$ cat config.mk
export PLATFORM = sky130hd
export DESIGN_NAME = clkfan_ctl_slave
export DESIGN_NICKNAME = d
export VERILOG_FILES = /design/src/rtl/clkctl_pkg.sv /design/src/rtl/line_filter.sv /design/src/rtl/ctl_regs.sv /design/src/rtl/clkfan_ctl_slave.sv
export SDC_FILE = /design/constraint.sdc
export NUM_CORES = 1
export LEC_CHECK = 0
export CORE_UTILIZATION = 45
export CTS_CLUSTER_SIZE = 40
export DETAILED_ROUTE_END_ITERATION = 6
export DONT_BUFFER_PORTS = 1
export SLEW_MARGIN = 20
export SYNTH_ARGS = -nofsm -noshare
export SYNTH_HDL_FRONTEND = slang
export SYNTH_HIERARCHICAL = 1
export SYNTH_SLANG_ARGS = --single-unit
$ cat constraint.sdc
create_clock -name clk -period 3.05 [get_ports clk]
set_input_delay 0.305 -clock clk [delete_from_list [all_inputs] [get_ports clk]]
set_output_delay 0.305 -clock clk [all_outputs]
set_load 0.05 [all_outputs]
$ cat src/rtl/clkctl_pkg.sv
package clkctl_pkg;
  localparam logic [6:0] SLV_ADDR  = 7'b1101001;
  localparam logic [7:0] BLK_COUNT = 8'h09;
  localparam int         CTRL_REG  = 6;
  localparam int         OEN_REG   = 7;

  typedef enum logic [2:0] {
    ST_IDLE, ST_RX, ST_ACK, ST_TX, ST_MACK
  } bus_st_t;

  // header byte addresses this slave (direction bit ignored)
  function automatic logic hdr_hit(input logic [7:0] b);
    return b[7:1] == SLV_ADDR;
  endfunction

  // readback image of the control register: live pin on top
  function automatic logic [7:0] ctrl_image(input logic mode, input logic [6:0] low);
    return {mode, low};
  endfunction
endpackage

$ cat src/rtl/line_filter.sv
module line_filter #(
  parameter int FILT_LEN = 4
) (
  input  logic clk,
  input  logic rst_n,
  input  logic raw,
  output logic clean
);
  localparam int CW = $clog2(FILT_LEN + 1);

  logic          s1, s2;
  logic [CW-1:0] cnt;

  always_ff @(posedge clk or negedge rst_n) begin
    if (!rst_n) begin
      s1    <= 1'b1;
      s2    <= 1'b1;
      cnt   <= '0;
      clean <= 1'b1;
    end else begin
      s1 <= raw;
      s2 <= s1;
      if (s2 == clean) begin
        cnt <= '0;
      end else if (cnt == CW'(FILT_LEN - 1)) begin
        clean <= s2;
        cnt   <= '0;
      end else begin
        cnt <= cnt + 1'b1;
      end
    end
  end
endmodule

$ cat src/rtl/ctl_regs.sv
module ctl_regs
  import clkctl_pkg::*;
#(
  parameter int IDX_W = 5
) (
  input  logic             clk,
  input  logic             rst_n,
  input  logic             wr_en,
  input  logic [IDX_W-1:0] wr_idx,
  input  logic [7:0]       wr_data,
  input  logic [IDX_W-1:0] rd_idx,
  input  logic             mode_pin,
  output logic [7:0]       rd_data,
  output logic [4:0]       en_a,
  output logic [7:0]       en_b,
  output logic             drv_sdr,
  output logic             drv_ddr
);
  logic [6:0] ctrl_q;
  logic [7:0] oen_q;

  always_ff @(posedge clk or negedge rst_n) begin
    if (!rst_n) begin
      ctrl_q <= 7'b001_1111;
      oen_q  <= 8'hFF;
    end else if (wr_en) begin
      if (wr_idx == IDX_W'(CTRL_REG)) ctrl_q <= wr_data[6:0];
      if (wr_idx == IDX_W'(OEN_REG))  oen_q  <= wr_data;
    end
  end

  always_comb begin
    if (rd_idx == IDX_W'(CTRL_REG))     rd_data = ctrl_image(mode_pin, ctrl_q);
    else if (rd_idx == IDX_W'(OEN_REG)) rd_data = oen_q;
    else                                rd_data = 8'h00;
  end

  assign drv_sdr = ctrl_q[6];
  assign drv_ddr = ctrl_q[5];
  assign en_a    = ctrl_q[4:0];
  assign en_b    = oen_q;
endmodule

$ cat src/rtl/clkfan_ctl_slave.sv
module clkfan_ctl_slave
  import clkctl_pkg::*;
#(
  parameter int FILT_LEN = 4,
  parameter int IDX_W    = 5
) (
  input  logic       clk,
  input  logic       rst_n,
  input  logic       scl_i,
  input  logic       sda_i,
  input  logic       mode_pin,
  output logic       sda_oe,
  output logic [4:0] en_a,
  output logic [7:0] en_b,
  output logic       drv_sdr,
  output logic       drv_ddr
);
  // ---- line conditioning (index 0 = SCL, 1 = SDA)
  logic [1:0] raw_v, cln_v;
  assign raw_v = {sda_i, scl_i};

  for (genvar g = 0; g < 2; g++) begin : g_line
    line_filter #(.FILT_LEN(FILT_LEN)) u_flt (
      .clk(clk), .rst_n(rst_n), .raw(raw_v[g]), .clean(cln_v[g])
    );
  end

  logic scl_f, sda_f, scl_q, sda_q;
  assign scl_f = cln_v[0];
  assign sda_f = cln_v[1];

  always_ff @(posedge clk or negedge rst_n) begin
    if (!rst_n) begin
      scl_q <= 1'b1;
      sda_q <= 1'b1;
    end else begin
      scl_q <= scl_f;
      sda_q <= sda_f;
    end
  end

  // ---- named bus events
  logic scl_rise, scl_fall, start_ev, stop_ev;
  assign scl_rise = scl_f & ~scl_q;
  assign scl_fall = ~scl_f & scl_q;
  assign start_ev = scl_f & scl_q & sda_q & ~sda_f;
  assign stop_ev  = scl_f & scl_q & ~sda_q & sda_f;

  // ---- protocol state
  bus_st_t          st;
  logic [3:0]       bit_cnt;
  logic [7:0]       rx_sh, tx_sh;
  logic             is_read, addr_phase;
  logic [IDX_W-1:0] byte_no, wr_idx, rd_idx, byte_nx;
  logic [7:0]       rd_data, tx_byte;

  logic byte_done, addr_ok, wr_commit, nack_ev;
  assign byte_done = (st == ST_RX) && scl_fall && (bit_cnt == 4'd8);
  assign addr_ok   = hdr_hit(rx_sh);
  assign wr_commit = byte_done && !addr_phase && !is_read && (byte_no >= IDX_W'(2));
  assign nack_ev   = (st == ST_MACK) && scl_rise && sda_f;

  assign wr_idx  = byte_no - IDX_W'(2);
  assign rd_idx  = byte_no - IDX_W'(1);
  assign byte_nx = (&byte_no) ? byte_no : byte_no + 1'b1;
  assign tx_byte = (byte_no == '0) ? BLK_COUNT : rd_data;

  always_ff @(posedge clk or negedge rst_n) begin
    if (!rst_n) begin
      st         <= ST_IDLE;
      bit_cnt    <= '0;
      rx_sh      <= '0;
      tx_sh      <= '0;
      is_read    <= 1'b0;
      addr_phase <= 1'b1;
      byte_no    <= '0;
    end else if (start_ev) begin
      st         <= ST_RX;
      bit_cnt    <= '0;
      is_read    <= 1'b0;
      addr_phase <= 1'b1;
      byte_no    <= '0;
    end else if (stop_ev) begin
      st <= ST_IDLE;
    end else begin
      case (st)
        ST_RX: begin
          if (scl_rise && bit_cnt != 4'd8) begin
            rx_sh   <= {rx_sh[6:0], sda_f};
            bit_cnt <= bit_cnt + 1'b1;
          end else if (byte_done) begin
            if (addr_phase) begin
              if (addr_ok) begin
                st      <= ST_ACK;
                is_read <= rx_sh[0];
              end else begin
                st <= ST_IDLE;
              end
            end else begin
              st      <= ST_ACK;
              byte_no <= byte_nx;
            end
          end
        end
        ST_ACK: begin
          if (scl_fall) begin
            addr_phase <= 1'b0;
            bit_cnt    <= '0;
            if (is_read) begin
              tx_sh   <= tx_byte;
              byte_no <= byte_nx;
              st      <= ST_TX;
            end else begin
              st <= ST_RX;
            end
          end
        end
        ST_TX: begin
          if (scl_fall) begin
            if (bit_cnt == 4'd7) begin
              st <= ST_MACK;
            end else begin
              tx_sh   <= {tx_sh[6:0], 1'b0};
              bit_cnt <= bit_cnt + 1'b1;
            end
          end
        end
        ST_MACK: begin
          if (nack_ev) begin
            st <= ST_IDLE;
          end else if (scl_fall) begin
            tx_sh   <= tx_byte;
            byte_no <= byte_nx;
            bit_cnt <= '0;
            st      <= ST_TX;
          end
        end
        default: st <= ST_IDLE;
      endcase
    end
  end

  assign sda_oe = (st == ST_ACK) || ((st == ST_TX) && !tx_sh[7]);

  ctl_regs #(.IDX_W(IDX_W)) u_regs (
    .clk(clk), .rst_n(rst_n),
    .wr_en(wr_commit), .wr_idx(wr_idx), .wr_data(rx_sh),
    .rd_idx(rd_idx), .mode_pin(mode_pin), .rd_data(rd_data),
    .en_a(en_a), .en_b(en_b), .drv_sdr(drv_sdr), .drv_ddr(drv_ddr)
  );
endmodule

==> impl_results.md <==
* Sum of buffers and inverters on the critical path at 1
* Global router's overall resource usage at around a fifth
* RePlAce Congestion at 0.834
* Setup repair after global routing missed its margin: no
* Number of enable-type register cells in the synthesized netlist at 0
* Effective utilization at floorplan at between 40% and 50%
* P_int at 1.87 mW
* Diodes inserted at 0
* Switching Share at 35.8%
* Combinational share of power at 30.4%
* Hold Violations, Final at 0
* Buffers added on ports at 0
* Kind of capture point of the worst setup path: register
* Placeable core region at 6760 sq um
* LEAKAGE at approximately 1.5 nW
* Final-report setup violation count at 0
* Worst reg-to-reg path cell count at 10
* Maximum number of pins on one net before global-route repair at 60
* Run status: finished clean
* Required time of the worst setup path at 3.31 ns
* Sequential share of power at 41.1%
* #FFs+latches synth at 59
* Non-filler instance count after layout at 390
* Net Count, Synth at 316
* Cell count after synthesis at 300
* Number of warnings printed during yosys synthesis at 6
* Total wire length at ~6300 microns
* Proportion of synthesized chip area in sequential cells at 48.0%
* Summed area of non-filler cells in the final layout at about 3500 sq um
* Initial antenna violation count at 0
* Detailed-route vias per instance at 5.61
* Number of cells on the critical path at 10
* Sort of element at the start of the critical path: register
* Final clock skew at 0.0101 ns
* Syn-to-layout area delta at 11.4%
* Later-pin clock latency in the skew report at 0.34 ns
* Synth top cells by count: nand2_1 (50), dfrtp_1 (37), dfstp_2 (22)
* Dominant cells by area after synthesis: dfrtp_1 (30%), dfstp_2 (18%), nand2_1 (6.0%)
* Wire length per cell at between 15 and 20 microns
* Ordered list of cells on the worst path: inv_1 > ha_1 > nand2_1 > or2_2 > nand2_1 > nor4bb_1 > nor2b_1 > a22o_1 > nand3_1 > a31oi_1
* Cell Area, Placed at 3200 sq um
* Cell occurring most often along the worst timing path: nand2_1
* Critical Path Fanout Max at 8
* Share of cells above drive strength 1 at between 20% and 30%
* WP data arrival at 2.82 ns
* Measured slew at the worst slew-check pin at 0.701 ns
* TritonCTS buffer count at 9
* Number of max-cap violations at 0
* Fin crit share at 83.8%
* Netlist Area Pre-Place at between 3000 and 4000 sq um
* Highest-delay cell along the critical path: nor2b_1
* Power density cells at 836 nW/um^2
* Clock transition at the registers of the reported paths at around 0.070 ns
* Clock net sink count at 59
* Antenna violation net count after detailed routing at 0
* Average cell area after synthesis at 10.4 sq um
* Most used DFF post-synth: dfrtp_1
* Starting DRT DRC Count at between 90 and 100
* Hold WC Path Type: register to register
* H-tree levels at 3
* Final net count at 321
* Critical path class: register to register
* Fin. max-slew vios at 0
* Proportion of synthesized flip-flops having asynchronous set or reset at 100%
* Clock Path Buffers at 2
* First-pass GRT wire length at roughly 11000 microns
* Placement Rows at 30
* Cell family with the largest share of critical-path delay: simple AND/OR/NAND/NOR gates
* Area fraction of the dominant cell type after synthesis at ~30%
* Part of the power in the clock network at about 28%
* Post-route DRC at 0
* Most common cell in the synthesized netlist: nand2_1
* Min Tclk post-route at 2.56 ns
* Floorplan die area at 7300 sq um
* Clock root buffer: clkbuf_8
* TritonCTS clock tree: done
* Number of post-CTS setup repair buffers at 0
* Post-synthesis cell type count at 59
* Vias in the first global route at 2145
* Biggest area consumer among synthesized cells: dfrtp_1
* Max frequency at 391 MHz
* Longest individual stage delay on the worst path at 0.53 ns
* Total gr overflow at 0
* Post-DP HPWL at ~4400 microns
* Worst Hold Depth at 0
* Die X at around 85 microns
* Peak supply drop at 0.479 mV
* Drt first pass iters at 5
* Io pins at 21
* Net switching power at 1.04 mW
* Headroom to the max-slew limit at ~53%
* Routed vias at 2186
* DIE HEIGHT at between 80 and 90 microns
* Aggregate negative setup slack at 0 ns
* Post-Place Cells at 370
==> kinds of logic (layout without fill, tap and decap cells) <==
kind of cell	Yosys count	after routing	synth area share, %
muxes	20	20	8.11
adders and majority gates	11	11	4.39
AOI/OAI and AO/OA	54	54	12.3
buffers and inverters	26	36	3.55
xor gates and xnor gates	8	8	2.24
and+or+nand+nor	122	122	21.4
DFF	59	59	48.0
==> power groups by stage <==
stage                     Clock [mW]  Combinational [mW]  Sequential (mW)
final                          0.831               0.887             1.20
after global routing           0.875                1.02             1.23
after CTS                      0.849               0.888             1.20
after detailed placement           0               0.864             1.21
after global placement             0               0.852             1.21
after floorplan                    0               0.763             1.11
==> flip-flops by register name, summed over array words and instances (netlist names) <==
register and count:
rx_sh 8, tx_sh 8, u_regs/en_b 8, u_regs/ctrl_q 7, g_line.u_flt/cnt 6, byte_no 5
bit_cnt 4, st 3, g_line.u_flt/clean 2, g_line.u_flt/s1 2, g_line.u_flt/s2 2, addr_phase 1
is_read 1, scl_q 1, sda_q 1
==> stage by stage <==
step                worst slack, ns  hold WS [ns]  util, %  power (mW)
finish                        0.494         0.358     51.7        2.92
global route                  0.157         0.360     51.7        3.13
CTS                           0.448         0.359     51.7        2.94
detailed placement            0.473        0.0110     47.3        2.08
global placement              0.539        0.0109     47.3        2.06
floorplan                     0.631       0.00941        -        1.88
==> path summary, 6_finish.rpt <==
kind | from | end | slack [ns]
setup / recovery | byte_no[0]$_DFFE_PN0P_ | tx_sh[7]$_DFFE_PN0P_ | 0.49
hold / removal | g_line[0].u_flt/s1$_DFF_PN1_ | g_line[0].u_flt/s2$_DFF_PN1_ | 0.36
setup reg to reg | byte_no[0]$_DFFE_PN0P_ | tx_sh[7]$_DFFE_PN0P_ | 0.49
hold reg to reg | g_line[0].u_flt/s1$_DFF_PN1_ | g_line[0].u_flt/s2$_DFF_PN1_ | 0.36
max in group asynchronous | rst_n | sda_q$_DFF_PN1_ | 2.25
min in group asynchronous | rst_n | u_regs/ctrl_q[6]$_DFFE_PN0P_ | 0.49
==> cells in the final DEF, fill, tap and decap left out, types with 2 or more instances in the layout <==
| cell | Yosys | routed |
|---|---|---|
| nor3b_1 | 7 | 7 |
| a31oi_1 | 7 | 7 |
| o21ai_1 | 2 | 2 |
| mux2_2 | 10 | 10 |
| xnor2_1 | 4 | 4 |
| clkbuf_8 | 0 | 11 |
| dlygate4sd3_1 | 0 | 3 |
| dfstp_2 | 22 | 22 |
| ha_1 | 11 | 11 |
| xor2_1 | 4 | 4 |
| mux2_4 | 8 | 8 |
| buf_4 | 0 | 4 |
| clkinv_4 | 0 | 2 |
| nand2b_1 | 2 | 2 |
| and3_1 | 2 | 2 |
| a32oi_1 | 2 | 2 |
| a21oi_1 | 4 | 4 |
| bufinv_16 | 0 | 2 |
| and2_1 | 4 | 4 |
| inv_1 | 12 | 12 |
| nor2_1 | 11 | 11 |
| nor2b_4 | 2 | 2 |
| nand2_1 | 50 | 50 |
| or2_2 | 2 | 2 |
| nand3b_1 | 4 | 4 |
| nand3_1 | 14 | 14 |
| o211ai_1 | 4 | 4 |
| and3b_1 | 2 | 2 |
| nand4b_1 | 2 | 2 |
| a22o_1 | 11 | 11 |
| o21ai_0 | 10 | 10 |
| nor3_1 | 4 | 4 |
| dfrtp_1 | 37 | 37 |
| o31ai_1 | 3 | 3 |
| nor2b_1 | 4 | 4 |
==> what timing repair did <==
| action | 4_1_cts | 5_1_grt |
|---|---|---|
| endpoints found under the hold margin | 61 | 0 |
| hold buffers | 4 | 0 |
| endpoints found under the setup margin | 0 | 0 |
| gates resized for setup | 0 | 0 |
==> layer usage <==
metal	part of all wire (%)	global-route usage [%]	vias to the layer above
met5	0	0	-
met2	45	29.4	42
met3	3.9	3.70	8
li1	-	-	1077
met4	1.5	8.18	0
met1	50	26.5	1059
==> cell type report <==
type                            count  area, sq um
Inverter                           12         45.0
Clock inverter                      5         85.1
Timing Repair Buffer                8         87.6
Multi-Input combinational cell    215         1520
Clock buffer                       11          151
Tap cell                           80          100
Sequential cell                    59         1500
Fill cell                         613         3270
Power figures use the tool's default switching activity.
